$ cat config.mk
export PLATFORM = sky130hd
export DESIGN_NAME = ddr_act_gate
export DESIGN_NICKNAME = d
export VERILOG_FILES = /design/src/rtl/ddr_act_gate_pkg.sv /design/src/rtl/ddr_bank_timer.sv /design/src/rtl/ddr_rrd_timer.sv /design/src/rtl/ddr_act_gate.sv
export SDC_FILE = /design/constraint.sdc
export NUM_CORES = 1
export LEC_CHECK = 0
export ABC_CLOCK_PERIOD_IN_PS = 2000
export BUFFER_PORTS_ARGS = -buffer_cell sky130_fd_sc_hd__clkbuf_2
export CORE_UTILIZATION = 35
export CTS_BUF_LIST = sky130_fd_sc_hd__clkbuf_8
export CTS_CLUSTER_SIZE = 20
export DETAILED_ROUTE_END_ITERATION = 10
export PLACE_DENSITY = 0.68
export SLEW_MARGIN = 30
export SYNTH_ARGS = -nofsm -noshare
export SYNTH_HDL_FRONTEND = slang
export SYNTH_SLANG_ARGS = --single-unit
$ cat constraint.sdc
create_clock -name clk -period 2 [get_ports clk]
set_input_delay 0.1 -clock clk [delete_from_list [all_inputs] [get_ports clk]]
set_output_delay 0.1 -clock clk [all_outputs]
set_load 0.05 [all_outputs]
$ cat src/rtl/ddr_act_gate_pkg.sv
// Shared command encoding and time-to-cycle conversion for the activate gate.
// Assumes all times are whole picoseconds and the clock period is non-zero.
package ddr_act_gate_pkg;

    typedef enum logic [1:0] {
        CMD_NOP = 2'b00,
        CMD_ACT = 2'b01,
        CMD_RD  = 2'b10,
        CMD_WR  = 2'b11
    } cmd_e;

    // round a picosecond minimum up to whole clock cycles, at least one
    function automatic int ps_to_cycles(input int t_ps, input int clk_ps);
        int c;
        c = (t_ps + clk_ps - 1) / clk_ps;
        if (c < 1) c = 1;
        return c;
    endfunction

endpackage

$ cat src/rtl/ddr_bank_timer.sv
// Per-bank activate-to-column timer and open-row flag.
// Loads LOAD-1 when an activate is issued to this bank and counts down to zero.
// A column access is legal once the row is open and the count is zero.
// Assumes LOAD >= 1 and that only one command is issued per cycle.
module ddr_bank_timer #(
    parameter int LOAD  = 3,
    parameter int CNT_W = 2
) (
    input  logic clk,
    input  logic rst_n,
    input  logic act_i,
    output logic open_o,
    output logic col_ok_o
);

    logic [CNT_W-1:0] cnt;

    // Count the activate-to-column window down after each activate.
    always_ff @(posedge clk) begin
        if (!rst_n)                 cnt <= '0;
        else if (act_i)             cnt <= CNT_W'(LOAD - 1);
        else if (cnt != '0)         cnt <= cnt - 1'b1;
    end

    // Remember that a row has been opened in this bank.
    always_ff @(posedge clk) begin
        if (!rst_n)      open_o <= 1'b0;
        else if (act_i)  open_o <= 1'b1;
    end

    // Column access legal only with an open row and an expired window.
    always_comb col_ok_o = open_o && (cnt == '0);


    rcd_count_down_chk: assert property (@(posedge clk) disable iff (!rst_n)
        (cnt != '0 && !act_i) |=> (cnt == $past(cnt) - 1'b1));

    generate
        if (LOAD > 1) begin : g_block_chk

            rcd_block_chk: assert property (@(posedge clk) disable iff (!rst_n)
                act_i |=> (open_o && !col_ok_o));
        end
    endgenerate

endmodule

$ cat src/rtl/ddr_rrd_timer.sv
// Device-wide activate-to-activate timer.
// Loads LOAD-1 whenever any activate is issued; a new activate is legal at zero.
// Assumes LOAD >= 1.
module ddr_rrd_timer #(
    parameter int LOAD  = 2,
    parameter int CNT_W = 2
) (
    input  logic clk,
    input  logic rst_n,
    input  logic act_i,
    output logic act_ok_o
);

    logic [CNT_W-1:0] cnt;

    // Count the spacing window down after every issued activate.
    always_ff @(posedge clk) begin
        if (!rst_n)          cnt <= '0;
        else if (act_i)      cnt <= CNT_W'(LOAD - 1);
        else if (cnt != '0)  cnt <= cnt - 1'b1;
    end

    // Next activate allowed once the window has run out.
    always_comb act_ok_o = (cnt == '0);


    rrd_count_down_chk: assert property (@(posedge clk) disable iff (!rst_n)
        (cnt != '0 && !act_i) |=> (cnt == $past(cnt) - 1'b1));

endmodule

$ cat src/rtl/ddr_act_gate.sv
// Activate spacing gate for a four-bank DDR SDRAM, controller side.
// Passes a requested command to the memory only when the activate-to-column
// and activate-to-activate minimums hold; drives no-operation otherwise.
// Assumes the requester holds its request stable while req_ready is low.
module ddr_act_gate
    import ddr_act_gate_pkg::*;
#(
    parameter int NUM_BANKS = 4,
    parameter int ADDR_W    = 13,
    parameter int CLK_PS    = 10000,
    parameter int TRCD_PS   = 25000,
    parameter int TRRD_PS   = 15000
) (
    input  logic                         clk,
    input  logic                         rst_n,
    input  logic                         req_valid,
    input  logic [1:0]                   req_cmd,
    input  logic [$clog2(NUM_BANKS)-1:0] req_bank,
    input  logic [ADDR_W-1:0]            req_addr,
    output logic                         req_ready,
    output logic [1:0]                   cmd_out,
    output logic [$clog2(NUM_BANKS)-1:0] bank_out,
    output logic [ADDR_W-1:0]            addr_out,
    output logic                         err_no_row
);

    localparam int BANK_W  = $clog2(NUM_BANKS);
    localparam int RCD_CYC = ps_to_cycles(TRCD_PS, CLK_PS);
    localparam int RRD_CYC = ps_to_cycles(TRRD_PS, CLK_PS);
    localparam int MAX_CYC = (RCD_CYC > RRD_CYC) ? RCD_CYC : RRD_CYC;
    localparam int CNT_W   = (MAX_CYC > 1) ? $clog2(MAX_CYC) : 1;

    logic [NUM_BANKS-1:0] bank_open;
    logic [NUM_BANKS-1:0] bank_col_ok;
    logic [NUM_BANKS-1:0] bank_act;
    logic                 act_ok;
    logic                 want_act;
    logic                 want_col;
    logic                 no_row;
    logic                 issue_act;
    logic                 issue_col;

    // Decode the offered request.
    always_comb begin
        want_act = req_valid && (req_cmd == CMD_ACT);
        want_col = req_valid && req_cmd[1];
        no_row   = want_col && !bank_open[req_bank];
    end

    // Decide what is legal this cycle and whether the request is taken.
    always_comb begin
        issue_act = want_act && act_ok;
        issue_col = want_col && bank_open[req_bank] && bank_col_ok[req_bank];
        if (want_act)      req_ready = act_ok;
        else if (want_col) req_ready = no_row || bank_col_ok[req_bank];
        else               req_ready = 1'b1;
    end

    generate
        for (genvar b = 0; b < NUM_BANKS; b++) begin : g_bank
            // Steer an issued activate to its bank timer.
            always_comb bank_act[b] = issue_act && (req_bank == BANK_W'(b));

            ddr_bank_timer #(.LOAD(RCD_CYC), .CNT_W(CNT_W)) u_timer (
                .clk      (clk),
                .rst_n    (rst_n),
                .act_i    (bank_act[b]),
                .open_o   (bank_open[b]),
                .col_ok_o (bank_col_ok[b])
            );
        end
    endgenerate

    ddr_rrd_timer #(.LOAD(RRD_CYC), .CNT_W(CNT_W)) u_rrd (
        .clk      (clk),
        .rst_n    (rst_n),
        .act_i    (issue_act),
        .act_ok_o (act_ok)
    );

    // Register the command sent to the memory, no-operation when nothing goes.
    always_ff @(posedge clk) begin
        if (!rst_n) begin
            cmd_out    <= CMD_NOP;
            bank_out   <= '0;
            addr_out   <= '0;
            err_no_row <= 1'b0;
        end else begin
            err_no_row <= no_row;
            if (issue_act || issue_col) begin
                cmd_out  <= req_cmd;
                bank_out <= req_bank;
                addr_out <= req_addr;
            end else begin
                cmd_out  <= CMD_NOP;
                bank_out <= '0;
                addr_out <= '0;
            end
        end
    end


    err_is_nop_chk: assert property (@(posedge clk) disable iff (!rst_n)
        err_no_row |-> (cmd_out == CMD_NOP));


    stall_nop_chk: assert property (@(posedge clk) disable iff (!rst_n)
        (req_valid && !req_ready) |=> (cmd_out == CMD_NOP));

    generate
        if (RRD_CYC > 1) begin : g_rrd_chk

            act_gap_chk: assert property (@(posedge clk) disable iff (!rst_n)
                (cmd_out == CMD_ACT) |=> (cmd_out != CMD_ACT));
        end
    endgenerate

endmodule

== Word level (Yosys, flattened, before mapping) ==
Index checks and enable logic that the tools add are counted.
Operators by class
  add/sub/neg operators: 5
  $lt $le $gt $ge: 1
  equality and inequality tests: 4
  multiplexer cells: 16
  bitwise gates (word level): 1
  reductions and logical operators: 39
Operators by type and width (count)
  $reduce_bool A2 Y1: 10
  $mux W2: 8
  $logic_and A1 B1 Y1: 14
  $logic_not A2 Y1: 6
  $reduce_or A2 Y1: 5
  $sub A2 B1 Y2 const B: 5
  $mux W1: 6
  $bmux W1 S2: 2
  $eq A2 B1 Y1 const B: 2
  $eq A2 B2 Y1 const B: 2
  $lt A2 B3 Y1 const B: 1
  $logic_or A1 B1 Y1: 2
  $reduce_and A2 Y1: 1
  $logic_not A1 Y1: 1
  $not A1 Y1: 1
Word-level totals
  bits in registers: 32
  bits of input ports: 20
  output and inout port bits: 19
  logic and storage cells: 84

== Depth between registers and ports, before layout ==
Gate-level depths: netlist (run 1).
  depth in word-level cells: 7
  mapped depth: 6
  gate-level depth less buffers: 6

== Hierarchy ==
Synthesis (run 1) repeated with hierarchy kept, for this count alone.
Unflattened totals
  cell total of the unflattened synthesis: 98
  area total of the unflattened synthesis: 1173.6 um^2
Modules (own cells, without submodules)
  ddr_act_gate: times used 1, cells an instance 55, area an instance 664.4 um^2, seq. area each 360.3 um^2
  ddr_bank_timer: times used 4, cells an instance 8, area an instance 98.8 um^2, seq. area each 60.1 um^2
  ddr_rrd_timer: times used 1, cells an instance 11, area an instance 113.9 um^2, seq. area each 40.0 um^2

== Least setup slack after synthesis (run 1) ==
OpenSTA, ideal clock, no wires.
  kind: flip-flop to output port
  from: register g_bank[0].u_timer.cnt[1]
  to: output port req_ready
  data arrival time: 1990 ps
  data required time: 1900 ps
  slack: -90 ps
  cell stages (with the launch flop): 5
  buffers on the path: 0
  cells stage by stage: dfxtp_1 > or4b_4 > o311ai_2 > nand2_1 > a41oi_1
Between the ends
  word-level cells in the longest chain between the ends: 7
Ends and longest elaborated chain
  start: declaration: RTL line ddr_bank_timer.sv:16  | logic [CNT_W-1:0] cnt;
  start signal: assignment: RTL line ddr_bank_timer.sv:21  | else if (act_i) cnt <= CNT_W'(LOAD - 1);
  start signal: assignment: RTL line ddr_bank_timer.sv:22  | else if (cnt != '0) cnt <= cnt - 1'b1;
  $logic_not A2 Y1: RTL line ddr_bank_timer.sv:32  | always_comb col_ok_o = open_o && (cnt == '0);
  $logic_and A1 B1 Y1: RTL line ddr_bank_timer.sv:32
  $bmux W1 S2: RTL line ddr_act_gate.sv:55  | else if (want_col) req_ready = no_row || bank_col_ok[req_bank];
  $mux W1 (not written as such): RTL line ddr_act_gate.sv:55
  $logic_or A1 B1 Y1: RTL line ddr_act_gate.sv:55
  $mux W1: RTL line ddr_act_gate.sv:55
  $mux W1: RTL line ddr_act_gate.sv:54  | if (want_act) req_ready = act_ok;
  end: declaration: RTL line ddr_act_gate.sv:20  | output logic req_ready,
Every way passes these cells. The select of a mux whose other input is x is not followed.

== Worst setup path in the final report (run 1) ==
  from: register g_bank[2].u_timer.cnt[1]
  to: output port req_ready
Between the ends
  word-level cells in the longest chain between the ends: 7
Ends and longest elaborated chain (RTL line)
  start: declaration: ddr_bank_timer.sv:16
  start signal: assignment: ddr_bank_timer.sv:21
  start signal: assignment: ddr_bank_timer.sv:22
  $logic_not A2 Y1: ddr_bank_timer.sv:32
  $logic_and A1 B1 Y1: ddr_bank_timer.sv:32
  $bmux W1 S2: ddr_act_gate.sv:55
  $mux W1 (not written as such): ddr_act_gate.sv:55
  $logic_or A1 B1 Y1: ddr_act_gate.sv:55
  $mux W1: ddr_act_gate.sv:55
  $mux W1: ddr_act_gate.sv:54
Every way passes these cells. The select of a mux whose other input is x is not followed.

==> metrics, run 1 <==
max-cap violation count 0; status complete, no violations; syn avg cell area 9.86 sq um; Setup Fix Bufs, Post-CTS 0; count of final setup violators 0; worst r2r src g_bank[2].u_timer.cnt[1]; CP arrival 1780 ps; vias in the first global route 827; Worst Hold End addr_out[5]; unrepaired setup endpoints after global routing false; critical path capture point type output port; FF-to-FF setup slack 330 ps; syn nets 144; Via density 4.70; TNS Setup 0 ps; Detail Route Antenna Nets 0; Longest Clk Path Bufs 2; first-pass GRT wire length 3620 um; GRT Total Usage 13.9%; Clock Sinks 32; Worst Path Class, Setup flip-flop to output port; Hold Vio Cnt, Final 0; filler cell count 346; sequential area share after synthesis 52.8%; CTS tree yes; Worst-path clk slew 60 ps; WHS Path Cells 3; Tmin final 1880 ps; final max-slew violation count 0; die width 60.9 um; Clock Root Buffer clkbuf_8; Worst Skew 5.77 ps; Final nets 184; Vias 983; initial antenna violation count 0; most frequent cell after synthesis dfxtp_1; die area 0.00370 sq mm; number of inserted diodes 0; largest net degree at the start of global routing 32; crit path max fanout 3; clock latency on the worst-skew pair 280 ps; Yosys cell types 23; share of post-route cells with drive strength above 1 38.7%; EDFF count, synth 0; cells on worst reg2reg path 4; multi-input logic area 522 sq um; Reg area 641 sq um; commonest cells in the synthesized netlist dfxtp_1, nand2_1, a21oi_2, nor3_1; Lkg Pwr 0.650 nW; ys flop type dfxtp_1; maximum vdd drop 0.357 mV; Req. time, crit path 1900 ps; H-tree depth 2; initial drt markers 24; GP Congestion 0.816; area of the mapped netlist 0.00121 sq mm; crit path launch g_bank[2].u_timer.cnt[1]; Port-buffer cells 38; Synth-to-Final Area Change 25.7%; die extent in y 60.9 um; HP Start req_addr[5]; top cell type's share of synthesized area 52.8%; Synth warnings 0; Synth async-reset ratio 0%; Slew @ Worst Pin 584 ps; wirelength, routed 2370 um; total CTS buffers 5; relative slew slack 61.1%; fin util 45.7%; Seq cells post-synth 32; IO Count 39; core area 0.00334 sq mm; cell taking the most area after synthesis dfxtp_1; Hold WC Path Type primary input to flip-flop; Max Clock Freq 0.532 GHz; Residual DRC 0; Routed WL per cell 11.4 um; startpoint class of the critical path flip-flop; cell row count 21; PwrDens 924 mW/mm^2; Synth area leaders dfxtp_1, nand2_1, a21oi_2; Final period util 94.0%; Overflow after GRT 0; Initial Util 36.3%; worst r2r dst addr_out[3]; Cells after Synth 123; DPL Wire Length 1710 um; Pre-antenna DRT Iters 4
==> through the flow <==
| stage | power (W) | area (sq um) | hold slack (ps) | setup slack (ps) | std cells |
|---|---|---|---|---|---|
| after floorplan | 0.000911 | 1220 | 216 | 261 | 123 |
| after global placement | 0.000971 | 1440 | 316 | 310 | 202 |
| after detailed placement | 0.000984 | 1440 | 321 | 267 | 202 |
| after CTS | 0.00143 | 1520 | 25.5 | 1.85 | 209 |
| after global routing | 0.00149 | 1520 | 34.7 | 22.7 | 209 |
| final | 0.00141 | 1520 | 34.6 | 121 | 209 |
==> kinds of logic after synthesis <==
logic type | after synthesis | synth area share, %
flops | 32 | 52.8
buf+inv | 11 | 4.75
fa+ha+maj | 1 | 1.03
compound gates | 30 | 19.1
mux | 1 | 1.86
simple gates | 48 | 20.4
==> report_power, final <==
part	leakage, nW	switching, W	internal [W]	total (W)
sequential	0.259	0.0000167	0.000677	0.000694
combinational	0.345	0.000180	0.0000944	0.000274
clock	0.0452	0.000209	0.000231	0.000439
==> worst max-delay path by stage <==
stage                           end
after global placement    req_ready
after floorplan           req_ready
after detailed placement  req_ready
final                     req_ready
after global routing      req_ready
after CTS                 req_ready
==> cell type report <==
type / instances / share of cell area (%)
timing repair buffer: 40 / 13.9
sequential: 32 / 42.0
clock buffer: 5 / 4.52
clock inverter: 2 / 0.575
tap: 46 / 3.78
inverter: 4 / 0.985
multi-input combinational: 80 / 34.2
==> per-layer routing <==
metal | vias to the layer above | routed length (um) | track usage, %
met5 | - | 0 | 0
met2 | 21 | 1110 | 20.3
met1 | 458 | 1130 | 17.3
met4 | 0 | 25 | 6.82
li1 | 502 | - | -
met3 | 2 | 112 | 6.40
==> state kept, by name, indices dropped and copies added (netlist names) <==
| name | flops |
|---|---|
| u_rrd.cnt | 2 |
| addr_out | 13 |
| cmd_out | 2 |
| g_bank.u_timer.open_o | 4 |
| err_no_row | 1 |
| g_bank.u_timer.cnt | 8 |
| bank_out | 2 |
==> what timing repair did <==
action                                  CTS  global route
gates resized for setup                   1             2
pin swaps                                 0             2
hold endpoints to repair                  0             0
endpoints found under the setup margin    1             1
hold buffers                              0             0
==> critical path: stages, from the launching register on <==
cell,delay [ps]
dfxtp_1,320
or4b_4,530
o311ai_2,130
nand2_1,160
a41oi_2,180
buf_6,180
==> placed cells by master (no fill, tap or decap), types with 2 or more instances in the layout <==
master	Yosys	routed
inv_1	4	5
nand2_1	25	25
o21ai_0	3	3
or4b_4	2	2
o311ai_2	2	2
a21oi_2	10	10
o21a_1	7	7
a21oi_1	7	7
and2_1	3	3
nor3_1	9	9
clkbuf_8	0	5
nor2_1	4	4
dfxtp_1	32	32
buf_4	0	2
clkbuf_2	0	37
Note: power is estimated with default switching activity, not from simulation.
==> inputs of run 2 (changes only) <==
- CORE_UTILIZATION: 35 -> 51
- PLACE_DENSITY: 0.68 -> 0.89
==> metrics, run 2 (synthesized netlist as in run 1, its figures left out) <==
status complete, no violations; crit-path cells or4b_4 > o311ai_2 > nand2_1 > a41oi_2 > buf_8; FF-to-FF setup slack 270 ps (-60 ps); initial drt markers 11 (-54%); multi-input logic area 522 sq um (unchanged); number of inserted diodes 0 (unchanged); most common cell after layout, fill and taps aside clkbuf_2; Synth-to-Final Area Change 24.8%; count of final setup violators 0 (unchanged); critical path capture point type output port; max reg flops 13 (unchanged); die area 0.00258 sq mm (-30%); crit path to req_ready; Worst path slowest cell or4b_4; vias in the first global route 970 (+17%); Lkg Pwr 0.656 nW (+0.95%); startpoint class of the critical path flip-flop; Worst Path Class, Setup flip-flop to output port; GRT Total Usage 23.3% (+9.4 points); initial antenna violation count 0 (unchanged); relative slew slack 62.8% (+1.7 points); Longest Clk Path Bufs 2 (unchanged); TNS Setup 0 ps (unchanged); worst r2r dst g_bank[1].u_timer.cnt[1]; share of post-route cells with drive strength above 1 39.0% (+0.37 points); Initial Util 54.3% (+18 points); Final period util 97.1% (+3.2 points); crit path max fanout 3 (unchanged); cells on worst reg2reg path 6 (+2); final max-slew violation count 0 (unchanged); Hold Vio Cnt, Final 0 (unchanged); Tmin final 1940 ps (+63.1 ps); cts hold-fix bufs 0 (unchanged); largest net degree at the start of global routing 32 (unchanged); die width 50.8 um (-17%); top flop regs addr_out: 13 flops, g_bank.u_timer.cnt: 8 flops, g_bank.u_timer.open_o: 4 flops; PwrDens 951 mW/mm^2 (+3.0%); Biggest register addr_out; CTS tree yes; Slowest Stage Delay on Critical Path 530 ps (about the same); filler cell count 182 (-47%); maximum vdd drop 0.801 mV (+120%); IO Count 39 (unchanged); Req. time, crit path 1900 ps (about the same); core area 0.00223 sq mm (-33%); max-cap violation count 0 (unchanged); wirelength, routed 2500 um (+5.1%); H-tree depth 2 (unchanged); die extent in y 50.8 um (-17%); CP arrival 1840 ps (+60 ps); crit path launch g_bank[2].u_timer.cnt[1]; Slew @ Worst Pin 559 ps (-25.2 ps); Port-buffer cells 38 (unchanged); Via density 5.23 (+11%); Final nets 185 (+0.54%); Residual DRC 0 (unchanged); Power Total 0.00144 W (+2.2%); Reg area 641 sq um (unchanged); cell row count 17 (-19%); Detail Route Antenna Nets 0 (unchanged); unrepaired setup endpoints after global routing false; Overflow after GRT 0 (unchanged); most frequent cells in the layout clkbuf_2, dfxtp_1, nand2_1, a21oi_2, nor3_1; Hold WC Path Type primary input to flip-flop; DPL Wire Length 1830 um (+6.7%); first-pass GRT wire length 4180 um (+15%); total CTS buffers 5 (unchanged); Worst Skew 4.97 ps (-0.791 ps); Max Clock Freq 0.515 GHz (-3.2%); Clock Root Buffer clkbuf_8; Routed WL per cell 13.0 um (+14%); worst r2r src u_rrd.cnt[0]; Vias 1004 (+2.1%); clock latency on the worst-skew pair 280 ps (about the same); GP Congestion 0.780 (-4.5%); Worst-path clk slew 60 ps (about the same); Clock Sinks 32 (unchanged); Pre-antenna DRT Iters 3 (-1)
[run 2: cell count changes in the layout (fill, tap and decap cells not counted)]
cell   change
buf_4      +1
buf_6      -1
buf_8      +1
[run 2: what timing repair did]
| item | 4_1_cts | 5_1_grt |
|---|---|---|
| setup endpoints to repair | 1 | 1 |
| cloned | 0 | 0 |
| pin swaps | 0 | 1 |
| gates resized for setup | 2 | 1 |
| buffers inserted | 0 | 1 |
| hold endpoints to repair | 0 | 0 |
[run 2: how the worst min path moves through the flow]
stage,start,end,depth (start not counted)
finish,req_addr[3],addr_out[3],3
global route,req_addr[3],addr_out[3],3
CTS,req_addr[3],addr_out[3],3
detailed placement,req_addr[3],addr_out[3],3
global placement,req_addr[5],addr_out[5],3
floorplan,req_cmd[0],cmd_out[0],2
[run 2: through the flow]
step	util (%)	cells	hold WS [ps]	setup slack, ps	area [sq um]
floorplan	-	123	216	261	1220
global placement	63.5	184	315	317	1420
detailed placement	63.5	184	320	255	1420
CTS	67.3	191	15.4	20.6	1500
global route	67.7	192	29.3	3.66	1510
finish	67.7	192	21.5	57.5	1510
[run 2: cell type report]
class	count	area share [%]
inverter	4	0.993
tap	28	2.32
multi-input combinational	80	34.5
timing repair buffer	41	14.7
clock inverter	2	0.579
sequential	32	42.3
clock buffer	5	4.55
[run 2: power by group]
| part | internal (W) | switching [W] |
|---|---|---|
| combinational | 0.000100 | 0.000192 |
| clock | 0.000231 | 0.000221 |
| sequential | 0.000677 | 0.0000177 |
[run 2: critical path, delay by kind of cell (launching register included)]
family                 cells  cell delay [ps]
and+or+nand+nor            2              680
buffers and inverters      1              170
DFF                        1              320
AOI/OAI and AO/OA          2              390
[run 2: per-layer routing]
metal	track usage, %	wire length [um]	up-vias
li1	-	-	501
met5	0	0	-
met1	24.8	1020	470
met3	6.67	88	10
met4	17.6	97	0
met2	38.7	1290	23
==> inputs of run 3 (changes only) <==
- GPL_TIMING_DRIVEN: default -> 0
==> metrics, run 3 (synthesized netlist as in run 1, its figures left out) <==
max-cap violation count 0 (unchanged); GP Congestion 0.773 (-0.83%); maximum vdd drop 0.880 mV (+9.9%); Slew @ Worst Pin 444 ps (-114 ps); cts hold-fix bufs 0 (unchanged); final max-slew violation count 0 (unchanged); die extent in y 50.8 um (unchanged); multi-input logic area 532 sq um (+1.9%); share of post-route cells with drive strength above 1 38.1% (-0.93 points); Max Clock Freq 0.524 GHz (+1.7%); Via density 5.22 (about the same); setup slack at placement 267 ps (+11.9 ps); PwrDens 1010 mW/mm^2 (+5.7%); P_sw 0.000436 W (+1.2%); Lkg Pwr 0.674 nW (+2.7%); die area 0.00258 sq mm (unchanged); switch share 27.6% (-2.3 points); cell row count 17 (unchanged); IO Count 39 (unchanged); vias in the first global route 1040 (+7.2%); most common cell after layout, fill and taps aside clkbuf_2; Overflow after GRT 0 (unchanged); die width 50.8 um (unchanged); Vias 1024 (+2.0%); core area 0.00223 sq mm (unchanged); clock latency on the worst-skew pair 280 ps (about the same); filler cell count 177 (-2.7%); Detail Route Antenna Nets 0 (unchanged); total CTS buffers 5 (unchanged); Reg area 641 sq um (unchanged); wirelength, routed 2620 um (+4.8%); Residual DRC 0 (unchanged); most frequent cells in the layout clkbuf_2, dfxtp_1, nand2_1, a21oi_2, nor3_1; Biggest register addr_out; CTS tree yes; Worst Skew 4.81 ps (-0.169 ps); cell internal pwr 0.00114 W (+13%); GRT Total Usage 25.0% (+1.7 points); largest net degree at the start of global routing 11 (-66%); startpoint class of the critical path flip-flop; top flop regs addr_out: 13 flops, g_bank.u_timer.cnt: 8 flops, g_bank.u_timer.open_o: 4 flops; Tmin final 1910 ps (-33.3 ps); Final nets 188 (+1.6%); crit path max fanout 3 (unchanged); number of inserted diodes 0 (unchanged); Longest Clk Path Bufs 2 (unchanged); unrepaired setup endpoints after global routing false; count of final setup violators 0 (unchanged); sequential power share 44.0% (-4.3 points); initial antenna violation count 0 (unchanged); Synth-to-Final Area Change 29.3%; worst setup margin 90.7 ps (+33.3 ps); Routed WL per cell 13.3 um (+2.7%); Clock Sinks 32 (unchanged); Initial Util 54.3% (unchanged); status complete, no violations; Combinational Power Share 18.7% (-1.6 points); Worst-path clk slew 70 ps (about the same); relative slew slack 70.4% (+7.6 points); first-pass GRT wire length 4490 um (+7.3%); Hold Vio Cnt, Final 0 (unchanged); Hold WC Path Type primary input to flip-flop; initial drt markers 12 (+1); Req. time, crit path 1900 ps (about the same); critical path capture point type output port; Final period util 95.5% (-1.7 points); DPL Wire Length 1890 um (+3.5%); H-tree depth 2 (unchanged); Port-buffer cells 37 (-2.6%); CP arrival 1810 ps (-30 ps); Clock Root Buffer clkbuf_8; max reg flops 13 (unchanged); Worst Path Class, Setup flip-flop to output port; clock share of power 37.3% (+5.9 points); TNS Setup 0 ps (unchanged); Pre-antenna DRT Iters 4 (+1)
[run 3: cell count changes in the layout (fill, tap and decap cells not counted)]
cell / previous run / this run
clkbuf_2: 37 / 36
buf_4: 3 / 0
o311ai_4: 0 / 1
buf_6: 0 / 2
bufinv_16: 0 / 1
clkbuf_1: 0 / 4
o311ai_2: 2 / 1
buf_2: 0 / 1
[run 3: worst paths after layout]
kind,slack [ps],start,depth (start not counted),to
setup / recovery,90,g_bank[0].u_timer.cnt[1],5,req_ready
hold / removal,30,req_addr[8],3,addr_out[8]
setup reg to reg,220,u_rrd.cnt[0],6,addr_out[0]
hold reg to reg,450,g_bank[2].u_timer.cnt[0],1,g_bank[2].u_timer.cnt[0]
[run 3: layout make-up]
type | instances | area share (%)
Inverter | 4 | 0.958
Timing Repair Buffer | 37 | 12.5
Sequential cell | 32 | 40.9
Buffer | 7 | 2.71
Tap cell | 28 | 2.23
Clock inverter | 3 | 2.47
Clock buffer | 5 | 4.39
Multi-Input combinational cell | 80 | 33.9
[run 3: power groups by stage]
stage               sequential (W)  clock [W]  combinational (W)
floorplan                 0.000756          0           0.000154
global placement          0.000706          0           0.000263
detailed placement        0.000708          0           0.000288
CTS                       0.000694   0.000598           0.000294
global route              0.000699   0.000632           0.000325
finish                    0.000694   0.000588           0.000295
[run 3: repair_timing]
| item | in CTS | in global routing |
|---|---|---|
| setup endpoints to repair | 1 | 1 |
| gates resized for setup | 2 | 2 |
| setup buffers | 0 | 0 |
| pin swaps | 0 | 2 |
[run 3: stage by stage]
| stage | instance area, sq um | hold slack (ps) | utilization (%) | std cells | power, W |
|---|---|---|---|---|---|
| final | 1570 | 25.9 | 70.2 | 196 | 0.00158 |
| after CTS | 1560 | 20.2 | 69.7 | 196 | 0.00159 |
| after detailed placement | 1440 | 320 | 64.5 | 188 | 0.000996 |
| after global placement | 1440 | 314 | 64.5 | 188 | 0.000969 |
| after global routing | 1570 | 22.0 | 70.2 | 196 | 0.00166 |
| after floorplan | 1220 | 216 | - | 123 | 0.000911 |
[run 3: metal layers]
layer  GRT usage [%]  wire length (um)  up-vias
met1            24.0              1040      469
met4            13.9                42        0
met3            10.6               140        8
li1                -                 -      509
met5               0                 0        -
met2            44.4              1400       38
[run 3: worst max-delay path, stage by stage, from the launching register on]
cell and delay [ps]:
dfxtp_1 330, or4b_4 560, o311ai_4 120, nand2_1 140, a41oi_2 200, buf_8 180
